`src/rtl/merge_pkg.sv`:
```
package merge_pkg;
  typedef enum logic [1:0] {
    ST_COLLECT = 2'd0,
    ST_HEADER  = 2'd1,
    ST_DRAIN   = 2'd2
  } merge_state_e;
endpackage

```
`src/rtl/merge_window_pick.sv`:
```
module merge_window_pick #(
  parameter int NUM_SRC = 4,
  parameter int WIN_W   = 12
) (
  input  logic [NUM_SRC-1:0]            head_valid,
  input  logic [NUM_SRC-1:0][WIN_W-1:0] head_win,
  output logic [WIN_W-1:0]              min_win,
  output logic [NUM_SRC-1:0]            win_mask,
  output logic                          any_valid,
  output logic                          all_valid
);
  logic seen;

  always_comb begin
    seen    = 1'b0;
    min_win = '0;
    for (int i = 0; i < NUM_SRC; i++) begin
      if (head_valid[i] && (!seen || head_win[i] < min_win)) begin
        min_win = head_win[i];
        seen    = 1'b1;
      end
    end
    for (int i = 0; i < NUM_SRC; i++) begin
      win_mask[i] = head_valid[i] && (head_win[i] == min_win);
    end
    any_valid = |head_valid;
    all_valid = &head_valid;
  end
endmodule

```
`src/rtl/merge_timeout.sv`:
```
module merge_timeout #(
  parameter int TIMEOUT_CYC = 64
) (
  input  logic clk,
  input  logic rst_n,
  input  logic run,
  output logic expired
);
  localparam int TMO_W = $clog2(TIMEOUT_CYC + 1);
  localparam logic [TMO_W-1:0] LAST = TMO_W'(TIMEOUT_CYC - 1);

  logic [TMO_W-1:0] cnt_q, cnt_d;
  logic             cnt_en;

  always_comb begin
    cnt_en = 1'b0;
    cnt_d  = cnt_q;
    if (!run) begin
      cnt_en = (cnt_q != '0);
      cnt_d  = '0;
    end else if (cnt_q != LAST) begin
      cnt_en = 1'b1;
      cnt_d  = cnt_q + 1'b1;
    end
  end

  always_ff @(posedge clk or negedge rst_n) begin
    if (!rst_n) begin
      cnt_q <= '0;
    end else if (cnt_en) begin
      cnt_q <= cnt_d;
    end
  end

  assign expired = run && (cnt_q == LAST);
endmodule

```
`src/rtl/merge_lowest_active.sv`:
```
module merge_lowest_active #(
  parameter int NUM_SRC = 4,
  parameter int CNT_W   = 8,
  localparam int IDX_W  = $clog2(NUM_SRC)
) (
  input  logic [NUM_SRC-1:0][CNT_W-1:0] counts,
  output logic [IDX_W-1:0]              idx,
  output logic                          found
);
  always_comb begin
    idx   = '0;
    found = 1'b0;
    for (int i = NUM_SRC - 1; i >= 0; i--) begin
      if (counts[i] != '0) begin
        idx   = IDX_W'(i);
        found = 1'b1;
      end
    end
  end
endmodule

```
`src/rtl/ts_window_merger.sv`:
```
module ts_window_merger
  import merge_pkg::*;
#(
  parameter int NUM_SRC     = 4,
  parameter int DATA_W      = 32,
  parameter int TS_W        = 16,
  parameter int WIN_SHIFT   = 4,
  parameter int CNT_W       = 8,
  parameter int TIMEOUT_CYC = 64
) (
  input  logic                        clk,
  input  logic                        rst_n,
  input  logic [NUM_SRC-1:0]          in_valid,
  input  logic [NUM_SRC-1:0]          in_sof,
  input  logic [NUM_SRC*DATA_W-1:0]   in_data,
  output logic [NUM_SRC-1:0]          in_ready,
  output logic                        out_valid,
  input  logic                        out_ready,
  output logic                        out_sof,
  output logic                        out_eof,
  output logic [DATA_W-1:0]           out_data
);
  localparam int WIN_W = TS_W - WIN_SHIFT;
  localparam int IDX_W = $clog2(NUM_SRC);
  localparam int TOT_W = CNT_W + $clog2(NUM_SRC + 1);

  merge_state_e                   state_q, state_d;
  logic [WIN_W-1:0]               win_q, win_d;
  logic [NUM_SRC-1:0]             mask_q, mask_d;
  logic [NUM_SRC-1:0][CNT_W-1:0]  cnt_q, cnt_d;
  logic [TOT_W-1:0]               total_q, total_d;
  logic                           reg_en;

  logic [DATA_W-1:0]              src_word [NUM_SRC];
  logic [NUM_SRC-1:0][WIN_W-1:0]  head_win;
  logic [NUM_SRC-1:0][CNT_W-1:0]  head_cnt;

  logic [WIN_W-1:0]   pick_win;
  logic [NUM_SRC-1:0] pick_mask;
  logic               any_valid, all_valid;
  logic               tmo_run, tmo_exp;
  logic [IDX_W-1:0]   cur_idx;
  logic               cur_found;
  logic               open_evt, hdr_done, xfer;
  logic [DATA_W-1:0]  hdr_word;

  // Per-source field views of the head words
  for (genvar g = 0; g < NUM_SRC; g++) begin : g_src
    assign src_word[g] = in_data[g*DATA_W +: DATA_W];
    assign head_win[g] = src_word[g][TS_W-1:WIN_SHIFT];
    assign head_cnt[g] = src_word[g][DATA_W-1 -: CNT_W];
  end

  merge_window_pick #(.NUM_SRC(NUM_SRC), .WIN_W(WIN_W)) u_pick (
    .head_valid (in_valid),
    .head_win   (head_win),
    .min_win    (pick_win),
    .win_mask   (pick_mask),
    .any_valid  (any_valid),
    .all_valid  (all_valid)
  );

  assign tmo_run = (state_q == ST_COLLECT) && any_valid && !all_valid;

  merge_timeout #(.TIMEOUT_CYC(TIMEOUT_CYC)) u_tmo (
    .clk     (clk),
    .rst_n   (rst_n),
    .run     (tmo_run),
    .expired (tmo_exp)
  );

  merge_lowest_active #(.NUM_SRC(NUM_SRC), .CNT_W(CNT_W)) u_low (
    .counts (cnt_q),
    .idx    (cur_idx),
    .found  (cur_found)
  );

  assign open_evt = (state_q == ST_COLLECT) && any_valid && (all_valid || tmo_exp);
  assign hdr_done = (state_q == ST_HEADER) && out_ready;
  assign xfer     = (state_q == ST_DRAIN) && cur_found && in_valid[cur_idx] && out_ready;
  assign reg_en   = open_evt || hdr_done || xfer;

  // Next-state process
  always_comb begin
    state_d = state_q;
    win_d   = win_q;
    mask_d  = mask_q;
    cnt_d   = cnt_q;
    total_d = total_q;
    case (state_q)
      ST_COLLECT: begin
        if (open_evt) begin
          win_d   = pick_win;
          mask_d  = pick_mask;
          total_d = '0;
          for (int i = 0; i < NUM_SRC; i++) begin
            cnt_d[i] = pick_mask[i] ? head_cnt[i] : '0;
            total_d  = total_d + {{(TOT_W-CNT_W){1'b0}}, cnt_d[i]};
          end
          state_d = ST_HEADER;
        end
      end
      ST_HEADER: begin
        if (out_ready) begin
          state_d = (total_q == '0) ? ST_COLLECT : ST_DRAIN;
        end
      end
      ST_DRAIN: begin
        if (xfer) begin
          cnt_d[cur_idx] = cnt_q[cur_idx] - 1'b1;
          total_d        = total_q - 1'b1;
          if (total_q == TOT_W'(1)) begin
            state_d = ST_COLLECT;
          end
        end
      end
      default: state_d = ST_COLLECT;
    endcase
  end

  // Register process
  always_ff @(posedge clk or negedge rst_n) begin
    if (!rst_n) begin
      state_q <= ST_COLLECT;
      win_q   <= '0;
      mask_q  <= '0;
      cnt_q   <= '0;
      total_q <= '0;
    end else if (reg_en) begin
      state_q <= state_d;
      win_q   <= win_d;
      mask_q  <= mask_d;
      cnt_q   <= cnt_d;
      total_q <= total_d;
    end
  end

  // Output and ready generation
  always_comb begin
    hdr_word                       = '0;
    hdr_word[WIN_W-1:0]            = win_q;
    hdr_word[DATA_W-1 -: NUM_SRC]  = mask_q;
  end

  always_comb begin
    out_valid = 1'b0;
    out_sof   = 1'b0;
    out_eof   = 1'b0;
    out_data  = '0;
    case (state_q)
      ST_HEADER: begin
        out_valid = 1'b1;
        out_sof   = 1'b1;
        out_eof   = (total_q == '0);
        out_data  = hdr_word;
      end
      ST_DRAIN: begin
        out_valid = cur_found && in_valid[cur_idx];
        out_eof   = (total_q == TOT_W'(1));
        out_data  = src_word[cur_idx];
      end
      default: ;
    endcase
  end

  for (genvar g = 0; g < NUM_SRC; g++) begin : g_rdy
    assign in_ready[g] = (open_evt && pick_mask[g]) ||
                         ((state_q == ST_DRAIN) && cur_found &&
                          (cur_idx == IDX_W'(g)) && out_ready);
  end
endmodule

```
`config.mk`:
```
export PLATFORM = sky130hd
export DESIGN_NAME = ts_window_merger
export DESIGN_NICKNAME = d
export VERILOG_FILES = /design/src/rtl/merge_pkg.sv /design/src/rtl/merge_window_pick.sv /design/src/rtl/merge_timeout.sv /design/src/rtl/merge_lowest_active.sv /design/src/rtl/ts_window_merger.sv
export SDC_FILE = /design/constraint.sdc
export NUM_CORES = 1
export LEC_CHECK = 0
export ABC_AREA = 1
export BUFFER_PORTS_ARGS = -buffer_cell sky130_fd_sc_hd__buf_2
export CORE_ASPECT_RATIO = 1.25
export CORE_UTILIZATION = 40
export CTS_CLUSTER_SIZE = 10
export DETAILED_ROUTE_END_ITERATION = 6
export HOLD_SLACK_MARGIN = 0.05
export PLACE_DENSITY_LB_ADDON = 0.1
export SETUP_SLACK_MARGIN = 0.02
export SLEW_MARGIN = 30
export SYNTH_ARGS = -nofsm -noshare
export SYNTH_HDL_FRONTEND = slang
export SYNTH_SLANG_ARGS = --single-unit
```
`constraint.sdc`:
```
create_clock -name clk -period 19.54 [get_ports clk]
set_input_delay 1.954 -clock clk [delete_from_list [all_inputs] [get_ports clk]]
set_output_delay 1.954 -clock clk [all_outputs]
set_load 0.05 [all_outputs]
```
==> impl_metrics.json, run 1 <==
{
  "status": "complete, no violations",
  "p_sw_uw": 476,
  "postCtsHoldBufs": 0,
  "critPathArrivalTime_ns": 11.84,
  "total_leakage_power_nw": 5.10,
  "insertion_delay_ns": 0.34,
  "grt_pass1_vias": 8880,
  "worst_pin_slew_ns": 0.984,
  "power.density_nw_per_um2": 99.1,
  "cts_root_buf": "clkbuf_16",
  "seq_area_frac_synth_pct": 21.1,
  "period_share_pct": 59.5,
  "path_buf_inv": 7,
  "start_util_pct": 41.1,
  "cts_max_level": 3,
  "cts_setup_buffers": 0,
  "die_width_um": 129,
  "ys_warn_count": 0,
  "p_seq_share_pct": 27.2,
  "hold_viol": 0,
  "critPathSlowestCell": "fa_1",
  "postRouteAntennaNets": 0,
  "synth.net_count": 1500,
  "cts_inserted_buffers": 9,
  "cts.sinks": 68,
  "vias": 9342,
  "clk_pin_slew_worst_paths_ns": 0.06,
  "overflow": 0,
  "ys_ff_latch": 68,
  "ys_top_cells_by_area": "dfrtp_1 (21%), nand2_1 (16%), inv_1 (9.3%)",
  "numPortBuffers": 173,
  "cts_resized": 0,
  "clockBufferDepth": 2,
  "dp_hpwl_mm": 24.0,
  "crit_family": "simple AND/OR/NAND/NOR gates",
  "wl_per_cell_um": 17.9,
  "grt_pass1_wl_mm": 47.1,
  "max_freq_ghz": 0.0860,
  "crit_top_cell": "nand2_1",
  "rsz0062_at_grt": "no",
  "drt_wl_total_mm": 30.6,
  "mappedNetlistArea_um2": 8060,
  "r2r_slack_ns": 14.40,
  "num_rows": 57,
  "gp_congestion": 0.945,
  "start_kind": "primary input",
  "avgSynthCellArea_um2": 6.22,
  "setup_violations": 0,
  "hold_class": "reg -> reg",
  "first_pass_iters": 5,
  "core-area_um2": 19600,
  "fin_util_pct": 48.0,
  "grt_max_degree": 69,
  "syn2layout_area_growth_pct": 16.8,
  "dieArea_um2": 20700,
  "cp_slowest_stage_delay_ns": 0.46,
  "ys.flop_type": "dfrtp_1",
  "antenna_cells": 0,
  "postSynthCellCount": 1295,
  "drive_gt1_share_pct": 16.4,
  "tritoncts": "built",
  "via_per_inst": 5.45,
  "numPlacedInstances": 1697,
  "crit_fanout": 33,
  "crit_type": "in -> reg",
  "yosysTopAreaCell": "dfrtp_1",
  "min_period_ns": 11.63,
  "synth_async_sr_flop_share_pct": 100,
  "end_kind": "flop",
  "antenna_found_initial": 0,
  "critPathRequiredTime_ns": 19.75,
  "p_int_uw": 457,
  "synthDistinctLibCells": 51,
  "fin_setup_tns_ns": 0,
  "grt_use_total_pct": 29.9,
  "synth_edf_count": 0,
  "ios": 178,
  "die_h_um": 161,
  "switching_share_pct": 51.0,
  "final_cells": 1713,
  "final_nets": 1648,
  "combPwrFrac_pct": 55.4,
  "pwr-share-clk_pct": 17.4,
  "drt-initial-drc-count": 873,
  "drv_cap": 0,
  "synth_top_cell_area_share_pct": 21.1,
  "finClkSkew_ns": 0.00950,
  "drc": 0,
  "slew_viol_final": 0,
  "peakVddDrop_v": 0.0000590,
  "slew_headroom_pct": 34.4
}
==> power by group through the flow <==
| stage | combinational (mW) | clock [mW] | sequential, mW |
|---|---|---|---|
| 4_1_cts | 0.514 | 0.167 | 0.252 |
| 2_1_floorplan | 0.377 | 0 | 0.240 |
| 3_5_place_dp | 0.512 | 0 | 0.254 |
| 5_1_grt | 0.578 | 0.172 | 0.261 |
| 6_report | 0.517 | 0.162 | 0.254 |
| 3_3_place_gp | 0.508 | 0 | 0.254 |
==> metal layers <==
| metal | share of wire [%] | routed length, um | GRT usage [%] | vias up |
|---|---|---|---|---|
| li1 | - | - | - | 4581 |
| met1 | 40 | 12300 | 36.3 | 4257 |
| met2 | 49 | 15000 | 52.1 | 418 |
| met3 | 5.9 | 1810 | 2.43 | 86 |
| met4 | 5.0 | 1540 | 16.1 | 0 |
| met5 | 0 | 0 | 0 | - |
==> worst paths after layout <==
path / start / to / cells past startpoint
min reg2reg: u_tmo.cnt_q[4] / u_tmo.cnt_q[4] / 1
max in group asynchronous: rst_n / cnt_q[26] / 2
max reg2reg: cnt_q[9] / cnt_q[21] / 17
min: u_tmo.cnt_q[4] / u_tmo.cnt_q[4] / 1
max: in_valid[0] / total_q[8] / 57
min in group asynchronous: rst_n / total_q[6] / 2
==> synthesized netlist by cell type, types with 12 or more instances <==
master / count
fa_1: 16
ha_1: 50
o21ai_1: 15
nand4_1: 38
nand2_2: 14
a221oi_1: 17
nand2_1: 333
a21oi_1: 60
nand3_1: 87
nor2_1: 125
inv_1: 200
dfrtp_1: 68
o21ai_0: 110
clkbuf_1: 32
nor3_1: 13
o221ai_1: 12
==> sequential cells by signal, summed over array words and instances (netlist names) <==
signal / cells
win_q: 12
cnt_q: 32
u_tmo.cnt_q: 7
total_q: 11
mask_q: 4
state_q: 2
==> through the flow <==
step / power (mW) / area [um2] / hold WS, ns / setup slack (ns)
floorplan: 0.617 / 8060 / 0.452 / 9.80
detailed placement: 0.765 / 9110 / 0.476 / 7.62
finish: 0.933 / 9410 / 0.482 / 7.91
CTS: 0.933 / 9410 / 0.487 / 7.96
global placement: 0.762 / 9110 / 0.471 / 7.65
global route: 1.01 / 9410 / 0.508 / 7.27
==> layout make-up <==
class	count	area, um2
clock inverter	6	65.1
inverter	207	777
multi-input combinational	977	5390
tap	265	332
sequential	68	1700
timing repair buffer	180	922
clock buffer	10	229
fill	2103	10200
==> cells in the final DEF, fill, tap and decap left out, types with 12 or more instances in the layout <==
| cell | instances |
|---|---|
| nor2_1 | 123 |
| fa_1 | 16 |
| inv_1 | 200 |
| o21ai_0 | 110 |
| o21ai_1 | 15 |
| ha_1 | 50 |
| nand3_1 | 87 |
| dfrtp_1 | 68 |
| o221ai_1 | 12 |
| buf_2 | 173 |
| nand2_2 | 14 |
| a221oi_1 | 17 |
| nand4_1 | 38 |
| a21oi_1 | 60 |
| nor3_1 | 13 |
| nand2_1 | 333 |
==> cell families (layout without fill, tap and decap cells) <==
logic type / Yosys count / in the layout / synth area share, %
AOI/OAI and AO/OA: 260 / 260 / 19.1
xor gates and xnor gates: 11 / 11 / 1.20
adders and majority gates: 66 / 66 / 11.7
buffers and inverters: 250 / 403 / 12.1
DFF: 68 / 68 / 21.1
and+or+nand+nor: 640 / 640 / 34.7
Power figures use the tool's default switching activity.
==> inputs of run 2 (changes only) <==
==> constraint.sdc (replaced) <==
create_clock -name clk -period 10.4 [get_ports clk]
set_input_delay 1.04 -clock clk [delete_from_list [all_inputs] [get_ports clk]]
set_output_delay 1.04 -clock clk [all_outputs]
set_load 0.05 [all_outputs]
==> run 2 against run 1 <==
Via count increased by 4.2%. Count of clock-buffer cells in the layout increased by 1. Utilization grew 2.8 points. Cell area grew 5.9%. Register-to-register slack lost 8.9 ns. Non-clock buffer count up 69. Largest power group unchanged.
==> impl_metrics.json, run 2 (synthesis gave the netlist of run 1 again) <==
{
  "clk_pin_slew_worst_paths_ns": 0.06,
  "grt_pass1_wl_mm": 48.7,
  "power.density_nw_per_um2": 183,
  "grt_pass1_vias": 9358,
  "layout_common_cells": "nand2_1 (333), inv_1 (199), buf_2 (173)",
  "fin_setup_tns_ns": 0,
  "drt_wl_total_mm": 31.3,
  "start_util_pct": 41.1,
  "via_per_inst": 5.47,
  "wl_per_cell_um": 17.5,
  "antenna_found_initial": 0,
  "crit_type": "in -> reg",
  "start_kind": "primary input",
  "largest_reg_flops": 32,
  "drt-initial-drc-count": 785,
  "status": "complete, no violations",
  "syn2layout_area_growth_pct": 23.6,
  "end_kind": "flop",
  "vias": 9739,
  "postRouteAntennaNets": 0,
  "period_share_pct": 91.0,
  "insertion_delay_ns": 0.33,
  "hold_class": "reg -> reg",
  "min_period_ns": 9.47,
  "setup_violations": 0,
  "crit_top_cell": "nand2_1",
  "cp_slowest_stage_delay_ns": 0.53,
  "cts_resized": 0,
  "cts.sinks": 68,
  "slew_viol_final": 0,
  "p_total_mw": 1.82,
  "final_cell_area_um2": 9960,
  "worst_slack_ns": 0.933,
  "final_nets": 1717,
  "critPathSlowestCell": "fa_1",
  "cts_root_buf": "clkbuf_16",
  "top_register": "cnt_q",
  "num_rows": 57,
  "cts_inserted_buffers": 9,
  "grt_use_total_pct": 30.8,
  "layout_commonest_cell": "nand2_1",
  "hold_viol": 0,
  "crit_fanout": 13,
  "drc": 0,
  "worst_pin_slew_ns": 0.994,
  "grt_max_degree": 69,
  "reg_top3": "cnt_q x32, win_q x12, total_q x11",
  "dp_hpwl_mm": 25.0,
  "critPathArrivalTime_ns": 9.67,
  "numPortBuffers": 173,
  "total_leakage_power_nw": 5.45,
  "drv_cap": 0,
  "rsz0062_at_grt": "no",
  "antenna_cells": 0,
  "ios": 178,
  "first_pass_iters": 5,
  "core-area_um2": 19600,
  "critPathRequiredTime_ns": 10.60,
  "drive_gt1_share_pct": 20.3,
  "die_h_um": 161,
  "placed_area_um2": 9640,
  "cts_setup_buffers": 0,
  "postCtsHoldBufs": 0,
  "max_freq_ghz": 0.106,
  "die_width_um": 129,
  "slew_headroom_pct": 33.3,
  "dieArea_um2": 20700,
  "gp_congestion": 0.941,
  "tritoncts": "built",
  "post-place-ws_ns": 0.582,
  "peakVddDrop_v": 0.000152,
  "clockBufferDepth": 2,
  "overflow": 0,
  "finClkSkew_ns": 0.00834,
  "cts_max_level": 3
}
run 2: where the power goes:
part	leakage [nW]	switching [mW]	internal (mW)
Combinational	4.45	0.698	0.325
Clock	0.152	0.117	0.199
Sequential	0.844	0.0940	0.387
Total	5.45	0.909	0.910
run 2: critical path, delay by kind of cell:
| family | cells | cell delay, ns |
|---|---|---|
| AO/OA/AOI/OAI | 16 | 2.58 |
| AND/OR/NAND/NOR | 28 | 2.56 |
| buffers and inverters | 10 | 1.32 |
| adder cells (fa/ha/maj) | 6 | 2.14 |
run 2: path summary, 6_finish.rpt:
path                        startpoint          to  slack [ns]  cells after the start
setup reg to reg              cnt_q[9]   cnt_q[21]        5.47                     18
hold reg to reg               win_q[0]    win_q[0]        0.49                      2
min in group asynchronous        rst_n  total_q[5]        0.80                      2
setup / recovery           in_valid[0]  total_q[8]        0.93                     60
hold / removal                win_q[0]    win_q[0]        0.49                      2
max in group asynchronous        rst_n    cnt_q[9]        9.12                      2
run 2: area by class of cell:
cell class                      instances  area (um2)
Sequential cell                        68        1700
Tap cell                              265         332
Clock inverter                          5        60.1
Fill cell                            2050        9650
Clock buffer                           11         253
Inverter                              207         777
Timing Repair Buffer                  249        1450
Multi-Input combinational cell        977        5390
run 2: through the flow:
stage                     instances  utilization [%]  hold slack [ns]
final                          1782             50.8            0.491
after global routing           1782             50.8            0.512
after detailed placement       1766             49.2            0.478
after floorplan                1295                -            0.452
after CTS                      1782             50.8            0.490
after global placement         1766             49.2            0.473
run 2: layer usage:
layer / track usage, % / wire [um] / vias to the layer above
li1: - / - / 4723
met1: 36.9 / 12400 / 4508
met2: 54.8 / 15500 / 423
met3: 2.86 / 1930 / 85
met4: 14.8 / 1440 / 0
met5: 0 / 0 / -
